`src/rtl/ctl_pkg.sv`:
```
package ctl_pkg;
  localparam int NREG    = 8;
  localparam int DW      = 8;
  localparam int AW      = $clog2(NREG);
  localparam int FRAME   = 1 + AW + DW;
  localparam int CW      = $clog2(FRAME + 1);
  localparam int RO_ADDR = NREG - 1;
  localparam logic [DW-1:0] DEF_R2 = 8'h33;

  function automatic logic [DW-1:0] reg_default(input int idx);
    return (idx == 2) ? DEF_R2 : '0;
  endfunction
endpackage

```
`src/rtl/ctl_sync.sv`:
```
module ctl_sync #(
  parameter int W = 1,
  parameter logic [W-1:0] RSTV = '0
) (
  input  logic         clk,
  input  logic         rst,
  input  logic [W-1:0] d,
  output logic [W-1:0] q
);
  for (genvar i = 0; i < W; i++) begin : g_bit
    logic s1, s2;
    always_ff @(posedge clk) begin
      if (rst) begin
        s1 <= RSTV[i];
        s2 <= RSTV[i];
      end else begin
        s1 <= d[i];
        s2 <= s1;
      end
    end
    assign q[i] = s2;
  end
endmodule

```
`src/rtl/ctl_serial.sv`:
```
module ctl_serial
  import ctl_pkg::*;
(
  input  logic          clk,
  input  logic          rst,
  input  logic          sclk_s,
  input  logic          en_s,
  input  logic          din_s,
  input  logic [DW-1:0] rd_data,
  output logic [AW-1:0] addr_q,
  output logic          wr_stb,
  output logic [DW-1:0] wr_data,
  output logic          sdo,
  output logic          sdo_oe
);
  logic            sclk_d, rw_q;
  logic [CW-1:0]   cnt;
  logic [FRAME-2:0] shreg;
  logic [DW-1:0]   tx;
  logic            rise, fall;

  assign rise = sclk_s & ~sclk_d;
  assign fall = ~sclk_s & sclk_d;
  assign sdo  = tx[DW-1];

  always_ff @(posedge clk) begin
    if (rst) begin
      sclk_d  <= 1'b0;
      rw_q    <= 1'b0;
      cnt     <= '0;
      shreg   <= '0;
      tx      <= '0;
      addr_q  <= '0;
      wr_stb  <= 1'b0;
      wr_data <= '0;
      sdo_oe  <= 1'b0;
    end else begin
      sclk_d <= sclk_s;
      wr_stb <= 1'b0;
      if (!en_s) begin
        cnt    <= '0;
        sdo_oe <= 1'b0;
      end else begin
        if (rise && cnt != CW'(FRAME)) begin
          shreg <= {shreg[FRAME-3:0], din_s};
          cnt   <= cnt + 1'b1;
          if (cnt == '0) rw_q <= din_s;
          if (cnt == CW'(AW)) addr_q <= {shreg[AW-2:0], din_s};
          if (cnt == CW'(FRAME - 1) && !rw_q) begin
            wr_stb  <= 1'b1;
            wr_data <= {shreg[DW-2:0], din_s};
          end
        end
        if (fall && rw_q && cnt == CW'(AW + 1) && !sdo_oe) begin
          sdo_oe <= 1'b1;
          tx     <= rd_data;
        end else if (fall && sdo_oe) begin
          tx <= {tx[DW-2:0], 1'b0};
        end
      end
    end
  end

  a_r3_oe_only_on_read: assert property (@(posedge clk) disable iff (rst)
    sdo_oe |-> rw_q);
  a_r3_release_on_idle: assert property (@(posedge clk) disable iff (rst)
    !en_s |=> !sdo_oe);
  a_r2_commit_full_frame: assert property (@(posedge clk) disable iff (rst)
    wr_stb |-> ($past(en_s) && cnt == CW'(FRAME) && !rw_q));
  a_r9_count_bounded: assert property (@(posedge clk) disable iff (rst)
    cnt <= CW'(FRAME));
endmodule

```
`src/rtl/ctl_regbank.sv`:
```
module ctl_regbank
  import ctl_pkg::*;
(
  input  logic               clk,
  input  logic               rst,
  input  logic               pdn_n_s,
  input  logic [2:0]         stat_s,
  input  logic               wr_stb,
  input  logic [AW-1:0]      addr,
  input  logic [DW-1:0]      wr_data,
  output logic [DW-1:0]      rd_data,
  output logic [NREG*DW-1:0] regs_flat,
  output logic               pdn_q
);
  logic [DW-1:0] mem [NREG];

  for (genvar i = 0; i < NREG; i++) begin : g_reg
    if (i == RO_ADDR) begin : g_ro
      always_ff @(posedge clk) begin
        if (rst) mem[i] <= '0;
        else     mem[i] <= {stat_s, {(DW-3){1'b0}}};
      end
    end else begin : g_rw
      always_ff @(posedge clk) begin
        if (rst || !pdn_n_s)                  mem[i] <= reg_default(i);
        else if (wr_stb && addr == AW'(i))    mem[i] <= wr_data;
      end
    end
    assign regs_flat[i*DW +: DW] = mem[i];
  end

  assign rd_data = mem[addr];

  always_ff @(posedge clk) begin
    if (rst) pdn_q <= 1'b0;
    else     pdn_q <= !pdn_n_s || mem[0][5];
  end

  a_r5_hw_clear: assert property (@(posedge clk) disable iff (rst)
    !pdn_n_s |=> (mem[2] == DEF_R2 && mem[0] == '0 && mem[1] == '0));
  a_r7_status_view: assert property (@(posedge clk) disable iff (rst)
    !$past(rst) |-> mem[RO_ADDR] == {$past(stat_s), {(DW-3){1'b0}}});
  a_r6_pdn_or: assert property (@(posedge clk) disable iff (rst)
    !$past(rst) |-> pdn_q == ($past(!pdn_n_s) || $past(mem[0][5])));
endmodule

```
`src/rtl/ctl_port_top.sv`:
```
module ctl_port_top
  import ctl_pkg::*;
(
  input  logic               clk,
  input  logic               rst,
  input  logic               ser_clk,
  input  logic               ser_en,
  input  logic               ser_din,
  output logic               ser_dout,
  output logic               ser_doe,
  input  logic               pdn_n,
  input  logic               vox_flag,
  input  logic [1:0]         vox_lvl,
  output logic [NREG*DW-1:0] regs_o,
  output logic               pdn_eff
);
  localparam int SW = 7;
  localparam logic [SW-1:0] SRST = 7'b0001000;

  logic [SW-1:0] raw, syn;
  logic [AW-1:0] addr;
  logic          wr_stb;
  logic [DW-1:0] wr_data, rd_data;

  assign raw = {vox_flag, vox_lvl, pdn_n, ser_din, ser_en, ser_clk};

  ctl_sync #(.W(SW), .RSTV(SRST)) u_sync (
    .clk(clk), .rst(rst), .d(raw), .q(syn)
  );

  ctl_serial u_serial (
    .clk(clk), .rst(rst),
    .sclk_s(syn[0]), .en_s(syn[1]), .din_s(syn[2]),
    .rd_data(rd_data), .addr_q(addr), .wr_stb(wr_stb), .wr_data(wr_data),
    .sdo(ser_dout), .sdo_oe(ser_doe)
  );

  ctl_regbank u_bank (
    .clk(clk), .rst(rst), .pdn_n_s(syn[3]), .stat_s(syn[6:4]),
    .wr_stb(wr_stb), .addr(addr), .wr_data(wr_data),
    .rd_data(rd_data), .regs_flat(regs_o), .pdn_q(pdn_eff)
  );
endmodule

```
`config.mk`:
```
export PLATFORM = sky130hd
export DESIGN_NAME = ctl_port_top
export DESIGN_NICKNAME = d
export VERILOG_FILES = /design/src/rtl/ctl_pkg.sv /design/src/rtl/ctl_sync.sv /design/src/rtl/ctl_serial.sv /design/src/rtl/ctl_regbank.sv /design/src/rtl/ctl_port_top.sv
export SDC_FILE = /design/constraint.sdc
export NUM_CORES = 1
export LEC_CHECK = 0
export BUFFER_PORTS_ARGS = -buffer_cell sky130_fd_sc_hd__buf_2
export CORE_MARGIN = 2
export CORE_UTILIZATION = 39
export CTS_BUF_LIST = sky130_fd_sc_hd__clkbuf_16
export CTS_CLUSTER_DIAMETER = 60
export CTS_CLUSTER_SIZE = 8
export DETAILED_ROUTE_END_ITERATION = 10
export PLACE_DENSITY = 0.59
export REMOVE_ABC_BUFFERS = 1
export SLEW_MARGIN = 20
export SYNTH_ARGS = -nofsm -noshare
export SYNTH_HDL_FRONTEND = slang
export SYNTH_SLANG_ARGS = --single-unit
export TNS_END_PERCENT = 100
```
`constraint.sdc`:
```
create_clock -name clk -period 2.35 [get_ports clk]
set_clock_uncertainty 0.1 [all_clocks]
set_input_delay 0.3525 -clock clk [delete_from_list [all_inputs] [get_ports clk]]
set_output_delay 0.3525 -clock clk [all_outputs]
set_load 0.01 [all_outputs]
```
# Word-level counts from Yosys, hierarchy flattened
# Memory sizes are Yosys's and may differ from the RTL's. A register that Yosys moved wholly into a read port is not among the register bits.
# Cells that the tools add are included.
[op_classes]
n_addsub = 1
n_eq_ne = 10
n_bitwise = 14
muxes = 39
reduce_logical = 28
[op_table]
columns = ["operator", "n"]
rows = [
  ["2-to-1 mux 8 bit", 10],
  ["2-to-1 mux 1 bit", 27],
  ["logical AND 1 bit", 13],
  ["== test 3 bit (second input constant)", 3],
  ["AND reduction 3 bit", 3],
  ["OR 1 bit", 8],
  ["== test 3 x 2 -> 1 bit (second input constant)", 2],
  ["2-to-1 mux 3 bit", 2],
  ["adder 4 x 1 -> 4 bit (second input constant)", 1],
  ["== test 4 x 2 -> 1 bit (second input constant)", 1],
  ["== test 4 x 3 -> 1 bit (second input constant)", 1],
  ["== test 4 bit (second input constant)", 1],
  ["logical NOT 4 bit", 1],
  ["!= test 4 bit (second input constant)", 1],
  ["NOT 1 bit", 4],
  ["AND reduction 2 bit", 2],
  ["== test 3 x 1 -> 1 bit (second input constant)", 1],
  ["logical NOT 1 bit", 3],
  ["logical NOT 3 bit", 1],
  ["OR reduction 3 bit", 1],
  ["AND 1 bit", 2],
  ["logical OR 1 bit", 2],
  ["nonzero test 2 bit", 1],
  ["OR reduction 2 bit", 1],
]
[word_totals]
mem_bits_rw = 64
out_inout_bits = 67
input_bits = 9
memories = 1
word_cells = 117
register_bits = 49
[memory_table]
columns = ["memory", "depth", "word_bits", "read_ports", "rd_clocked_by_memory_dff", "wr", "line", "source"]
rows = [
  ["u_bank.mem", 8, 8, 9, 1, 8, "ctl_regbank.sv:15", "logic [DW-1:0] mem [NREG];"],
]

# Logic depth before layout (Yosys ltp)
# Gate-level depths: netlist (run 1).
[logic_depth]
ltp_word = 7
mapped_depth = 7
depth_no_buf = 6

# Cells and area by module
# Synthesis (run 1) repeated with hierarchy kept, for this count alone.
[hier_totals]
cells_unflattened = 420
area_unflattened_um2 = 4833.4
[modules_own_cells]
columns = ["mod", "seq_area_each_um2", "cells_each", "area_per_inst_um2", "instances"]
rows = [
  ["ctl_regbank", 1761.7, 208, 2840.2, 1],
  ["ctl_serial", 680.7, 176, 1557.7, 1],
  ["ctl_sync", 280.3, 36, 435.4, 1],
]

# Worst setup path before layout (run 1)
# Ideal clock, no wire load.
[synth_timing]
path_type = "register to register"
startpoint = "reg u_serial.addr_q[1]"
endpoint = "mem u_bank.mem[5][0], enable pin"
setup_time_ns = 0.384
setup_slack_ns = 0.578
t_required_ns = 1.866
path_stages_with_launch = 4
path_buffers = 1
synth_period_minus_slack_ns = 1.772
arrival_time_ns = 1.288
path_cell_list = "dfxtp_1 -> buf_2 -> nand2b_1 -> o21ai_0"
[synth_rtl]
columns = ["element", "line", "source"]
rows = [
  ["from (decl)", "ctl_serial.sv:10", "output logic [AW-1:0] addr_q,"],
  ["from (signal assigned)", "ctl_serial.sv:48", "if (cnt == CW'(AW)) addr_q <= {shreg[AW-2:0], din_s};"],
  ["to (decl)", "ctl_regbank.sv:15", ""],
]

# Worst setup path after layout (run 1)
[layout_timing]
startpoint = "reg u_serial.cnt[0]"
endpoint = "reg u_serial.tx[5]"
[layout_between]
elab_chain_cells = 5
elab_cells_between_ends = 6
classes_between = "1 x eq/ne; 1 x mux; 4 x reduce/logical"
[layout_lines]
columns = ["element", "line", "source"]
rows = [
  ["from (decl)", "ctl_serial.sv:17", "logic [CW-1:0] cnt;"],
  ["from (signal assigned)", "ctl_serial.sv:46", "cnt <= cnt + 1'b1;"],
  ["== test 4 x 3 -> 1 bit (*)", "ctl_serial.sv:54", "if (fall && rw_q && cnt == CW'(AW + 1) && !sdo_oe) begin"],
  ["logical AND 1 bit (*) (2 in series)", "ctl_serial.sv:54", ""],
  ["nonzero test 2 bit (no source line)", "--", ""],
  ["AND reduction 2 bit (no source line)", "--", ""],
  ["to (signal assigned)", "ctl_serial.sv:56", "tx <= rd_data;"],
  ["to (signal assigned)", "ctl_serial.sv:58", "tx <= {tx[DW-2:0], 1'b0};"],
  ["to (decl)", "ctl_serial.sv:19", "logic [DW-1:0] tx;"],
]
# Mark *: on every way between the ends. The rest lies on a longest branch, timed or not.
# A chain may end at the register's enable or synchronous reset.

==> flow_summary_export.csv, run 1 <==
group,metric,value,unit
run_status,status,"finished clean",
drt,wl_per_cell,18.1,µm
setup_path,cp-end-kind,"flop",
synth,synthTopCellsByArea,"edfxtp_1 36%, dfxtp_1 23%, and2_1 6.9%",
synth,synth_flop_cell,"edfxtp_1",
pwr,p_comb_share,4.8,%
floorplanning,die_h,114,µm
floorplanning,dieArea,13000,µm²
global_routing,grt_max_degree,52,
global_routing,grt_pass1_wl,17200,µm
setup_path,critPathMaxFanout,11,
drt,firstDrtPassIters,4,
placement,buffer_ports.inserted,70,
synth,synth_top_area_cell,"edfxtp_1",
global_routing,grt_pass1_vias,2964,
drt,detail-route-antenna-nets,0,
worst_hold_path,hold_class,"in2reg",
clock_network,numCtsBuffers,9,
sta,setup_tns,0,ns
sta,setup_viol,0,
synth,synth-edff-count,56,
setup_path,slowest_delay,0.63,ns
global_routing,antenna_found_initial,0,
pwr,swShare,22.0,%
setup_path,critical_path_class,"reg2reg",
setup_path,start_kind,"flop",
setup_path,worstPathArrival,2.17,ns
sta,slew_viol_final,0,
finish,final_layout_size_suffix_gt1_share,26.2,%
sta,slew_headroom,49.0,%
sta,rsz0062_at_grt,"no",
drt,drtIter0Drc,282,
placement,dp_cells,597,
setup_path,cp_top_family,"compound AO/OA/AOI/OAI gates",
pwr,p_clk_share,38.9,%
floorplanning,core,11900,µm²
global_routing,grt.total_usage,17.7,%
drt,detail_route.drc_violations,0,
clock_network,h-tree-depth,3,
placement,gp_congestion,0.792,
sta,fmax,496,MHz
drt,viasPerCell,5.09,
job,maxCapViolCount,0,
setup_path,slowest_stage,"a211oi_2",
pwr,p_int,2.94,mW
floorplanning,rows,40,
drt,wl,11100,µm
floorplanning,io_pins,76,
pwr,irDropWorstVdd,0.392,mV
synth,yosys-top-cells-count,"56 x edfxtp_1, 55 x dfxtp_1, 52 x and2_1",
pwr,p_per_area,684,nW/µm²
synth,ys_async_sr_fraction,0,%
sta,period_share,85.8,%
drt,num_vias,3121,
pwr,p_sw,831,µW
clock_network,holdBufCountCts,0,
finish,area_growth,17.1,%
sta,hold_viol_final,0,
clock_network,tritoncts,"done",
setup_path,crit_chain,"inv_1, ha_1, nand4b_4, a211oi_2, nor2_1, a311oi_1",
finish,finalNonFillerCells,613,
clock_network,cts.root.buffer_cell,"clkbuf_16",
floorplanning,die_w,114,µm
clock_network,cts_resized,0,
finish,final_nets,472,
synth,post-synth-top-count-cell,"edfxtp_1",
placement,hpwl,7880,µm
synth,netlist_area,4710,µm²
clock_network,cts_buffer_depth,2,
setup_path,worst_ep_required_time,2.51,ns
floorplanning,start_util,39.5,%
clock_network,clkSinkCount,111,
synth,synth_cells,384,
synth,synth_seq_cells,111,
sta,worst_pin_slew,0.759,ns
synth,yosysTopAreaCellShare,35.7,%
setup_path,cp_num_buf_inv,1,
synth,ys_seq_area_share,59.1,%
clock_network,clock_latency,0.35,ns
global_routing,overflow,0,
setup_path,r2r_slack,0.33,ns
synth,synth_cell_type_count,42,
sta,fin_crit,2.02,ns
pwr,leakagePower,2.15,nW
finish,antenna_cells,0,
synth,yosysWarnings,0,
clock_network,cts_setup_buffers,0,
pwr,power,3.77,mW
clock_network,clk_pin_slew,0.07,ns
pwr,p_seq_share,56.3,%
synth,avgSynthCellArea,12.3,µm²
layout by cell type (no fill, tap or decap), drive strengths merged:
cell	netlist	final
nand2b	11	11
nand3b	7	7
xnor2	1	1
nand2	10	10
and3	1	1
dfxtp	55	55
o21ai	5	5
xor2	2	2
clkbuf	9	10
nor3	4	4
o31ai	2	2
clkinv	0	1
nor2	40	40
a311oi	3	3
ha	2	2
nor2b	19	19
nand4b	2	2
and2	52	52
mux2i	30	30
nand3	8	8
nor4	1	1
o2111ai	4	4
a21oi	7	7
or2	4	4
or3	5	5
a211oi	5	5
buf	14	85
o211ai	9	9
inv	6	11
mux4	8	8
and4bb	1	1
edfxtp	56	56
conb	1	5
cells by family (layout without fill, tap and decap cells):
logic type	count (synthesis)	in the layout	share of synthesized area [%]
flip-flops	111	111	59.1
AO/OA/AOI/OAI	35	35	5.23
adder cells (fa/ha/maj)	2	2	0.531
buffers and inverters	29	107	3.51
multiplexers	38	38	10.2
other	1	5	0.0796
AND/OR/NAND/NOR	165	165	20.8
XOR/XNOR	3	3	0.558
metal layers:
metal,wire [µm],track usage (%),up-vias
li1,-,-,1491
met1,5120,24.2,1526
met2,5220,27.9,92
met3,590,4.62,12
met4,162,5.28,0
met5,0,0,-
power by group through the flow:
stage / clock, mW / combinational [mW] / sequential (mW)
after CTS: 1.51 / 0.183 / 2.12
final: 1.47 / 0.181 / 2.12
after global routing: 1.59 / 0.196 / 2.13
after floorplan: 0 / 0.0562 / 2.18
after global placement: 0 / 0.180 / 2.17
after detailed placement: 0 / 0.182 / 2.17
layout make-up:
cell class / instances / area, µm²
Fill cell: 1108 / 6400
Sequential cell: 111 / 2780
Multi-Input combinational cell: 248 / 1780
Timing Repair Buffer: 85 / 463
Clock buffer: 10 / 250
Tap cell: 147 / 184
Clock inverter: 6 / 33.8
Inverter: 6 / 22.5
final timing paths:
path	cells after the start	endpoint	start
max	6	u_serial.tx[5]	u_serial.cnt[0]
min	2	u_sync.g_bit[3].s1	pdn_n
max reg2reg	6	u_serial.tx[5]	u_serial.cnt[0]
min reg2reg	1	u_sync.g_bit[3].s2	u_sync.g_bit[3].s1
metrics by stage:
stage	worst slack [ns]	instance area (µm²)	util, %	hold WS, ns
after floorplan	0.327	4580	-	0.289
after global placement	0.455	5230	43.9	0.301
after detailed placement	0.323	5230	43.9	0.315
after CTS	0.324	5510	46.3	0.0681
after global routing	0.137	5510	46.3	0.0754
final	0.334	5510	46.3	0.0806
state kept, by name, summed over array words and instances, names as in the netlist, 3 cells and up, named ones only:
register	cells
u_serial.shreg	7
u_serial.addr_q	3
u_serial.cnt	4
u_sync.g_bit.s1	7
u_bank.mem	59
u_serial.wr_data	8
u_sync.g_bit.s2	7
u_serial.tx	8
worst reg2reg max path, delay by kind of cell (launching register included):
kind                     cells  cell delay (ns)
AO/OA/AOI/OAI                2             0.88
adder cells (fa/ha/maj)      1             0.26
flip-flops                   1             0.33
buffers and inverters        1             0.10
AND/OR/NAND/NOR              2             0.26
Power figures use the tool's default switching activity.
==> inputs of run 2 (changes only) <==
- CTS_BUF_LIST: sky130_fd_sc_hd__clkbuf_16 -> unset
==> run 2 against run 1 <==
Routed wire length about the same. Final area increased by 0.36%. First-iteration DRC count increased by 2.5%. Largest power group unchanged. Highest routed layer unchanged. Sequential power about the same. Die area is the same. Critical path depth did not move. Cell count unchanged.
==> flow_summary_export.csv, run 2 (same netlist as run 1, synthesis figures left out) <==
group,metric,value,unit
sta,period_share,85.8,%
sta,slew_headroom,50.4,%
pwr,irDropWorstVdd,0.393,mV
sta,worst_pin_slew,0.738,ns
clock_network,clkSinkCount,111,
drt,viasPerCell,5.12,
setup_path,r2r-start,"u_serial.cnt[0]",
setup_path,slowest_delay,0.63,ns
finish,final_nets,472,
clock_network,numCtsBuffers,9,
floorplanning,rows,40,
worst_hold_path,hold_class,"in2reg",
setup_path,slowest_stage,"a211oi_2",
drt,firstDrtPassIters,4,
clock_network,cts.root.buffer_cell,"clkbuf_16",
placement,gp_congestion,0.792,
setup_path,critPathMaxFanout,11,
finish,design_area,5530,µm²
finish,antenna_cells,0,
pwr,p_int,3.01,mW
job,maxCapViolCount,0,
global_routing,grt_pass1_vias,2963,
pwr,p_comb_share,4.7,%
drt,detail_route.drc_violations,0,
floorplanning,io_pins,76,
finish,top_register,"u_bank.mem",
global_routing,overflow,0,
setup_path,worst_ep_required_time,2.51,ns
clock_network,cts_resized,0,
pwr,p_seq_share,55.4,%
drt,detail-route-antenna-nets,0,
sta,hold_viol_final,0,
sta,setup_tns,0,ns
setup_path,critical_path_class,"reg2reg",
floorplanning,start_util,39.5,%
pwr,p_clk_share,39.9,%
setup_path,r2r_slack,0.33,ns
clock_network,holdBufCountCts,0,
finish,final_layout_size_suffix_gt1_share,26.2,%
global_routing,grt_pass1_wl,17200,µm
setup_path,reg2regPathDepth,6,
finish,reg_top3,"u_bank.mem (59), u_serial.tx (8), u_serial.wr_data (8)",
setup_path,worstPathArrival,2.17,ns
drt,num_vias,3139,
sta,fmax,496,MHz
clock_network,clk_pin_slew,0.07,ns
global_routing,grt.total_usage,17.7,%
setup_path,crit_chain,"inv_1, ha_1, nand4b_4, a211oi_2, nor2_1, a311oi_1",
sta,setup_viol,0,
placement,buffer_ports.inserted,70,
placement,place_area,5230,µm²
floorplanning,core,11900,µm²
finish,n_fill_cell,1105,
finish,final_common_cell,"buf_2",
floorplanning,die_w,114,µm
pwr,leakagePower,2.15,nW
pwr,swShare,21.6,%
finish,fin_util,46.4,%
run_status,status,"finished clean",
pwr,p_sw,828,µW
global_routing,antenna_found_initial,0,
pwr,p_per_area,693,nW/µm²
drt,wl_per_cell,18.1,µm
worst_hold_path,min_to,"u_sync.g_bit[3].s1",
placement,hpwl,7880,µm
clock_network,h-tree-depth,3,
floorplanning,die_h,114,µm
drt,wl,11100,µm
global_routing,grt_max_degree,52,
drt,drtIter0Drc,289,
clock_network,clock_latency,0.35,ns
finish,final_cell_mix,"70 x buf_2, 56 x edfxtp_1, 55 x dfxtp_1, 52 x and2_1, 38 x nor2_1",
sta,fin_crit,2.02,ns
setup_path,cp-end-kind,"flop",
floorplanning,dieArea,13000,µm²
sta,slew_viol_final,0,
clock_network,tritoncts,"done",
clock_network,cts_buffer_depth,2,
setup_path,start_kind,"flop",
worst_hold_path,hold-path-cell-count,2,
clock_network,cts_setup_buffers,0,
finish,area_growth,17.5,%
worst_hold_path,min_from,"pdn_n",
sta,rsz0062_at_grt,"no",
finish,largest_register_ffs,59,
setup_path,reg2reg_to,"u_serial.tx[5]",
-- run 2: cell count changes in the layout (fill, tap and decap cells not counted) --
cell      delta
clkbuf_1     +1
clkbuf_8     +2
inv_1        -1
inv_2        -2
-- run 2: final cells by class --
class / instances / area, µm² / area share [%]
Tap cell: 147 / 184 / 3.33
Multi-Input combinational cell: 248 / 1780 / 32.1
Timing Repair Buffer: 85 / 463 / 8.37
Clock inverter: 3 / 22.5 / 0.407
Sequential cell: 111 / 2780 / 50.3
Inverter: 6 / 22.5 / 0.407
Clock buffer: 13 / 282 / 5.09
-- run 2: through the flow --
| stage | total power [mW] | cells | setup slack (ns) | hold slack [ns] |
|---|---|---|---|---|
| 4_1_cts | 3.88 | 613 | 0.324 | 0.0681 |
| 5_1_grt | 3.98 | 613 | 0.137 | 0.0754 |
| 3_3_place_gp | 2.35 | 597 | 0.455 | 0.301 |
| 3_5_place_dp | 2.35 | 597 | 0.323 | 0.315 |
| 6_report | 3.84 | 613 | 0.334 | 0.0810 |
| 2_1_floorplan | 2.24 | 365 | 0.327 | 0.289 |
-- run 2: how the worst max path moves through the flow --
stage | startpoint | end | slack, ns
6_report | u_serial.cnt[0] | u_serial.tx[5] | 0.33
5_1_grt | u_serial.cnt[0] | u_serial.tx[7] | 0.14
4_1_cts | u_serial.cnt[0] | u_serial.tx[7] | 0.32
3_5_place_dp | u_serial.cnt[0] | u_serial.tx[7] | 0.32
3_3_place_gp | u_serial.cnt[0] | u_serial.tx[7] | 0.45
2_1_floorplan | flop | u_serial.tx[5] | 0.33
-- run 2: routing by layer --
layer / track usage, % / up-vias / share of wire [%]
met5: 0 / - / 0
met4: 5.28 / 0 / 1.5
li1: - / 1490 / -
met3: 4.62 / 12 / 5.1
met2: 27.9 / 89 / 48
met1: 24.2 / 1548 / 46
-- run 2: power by group through the flow --
stage	clock (mW)	combinational, mW	sequential [mW]
2_1_floorplan	0	0.0562	2.18
3_3_place_gp	0	0.180	2.17
3_5_place_dp	0	0.182	2.17
4_1_cts	1.57	0.183	2.12
5_1_grt	1.65	0.196	2.13
6_report	1.53	0.181	2.12
-- run 2: critical path: cells and delay by family, from the launching register on --
family	cells	cell delay (ns)
flops	1	0.33
fa+ha+maj	1	0.26
simple gates	2	0.26
compound gates	2	0.88
buf+inv	1	0.10
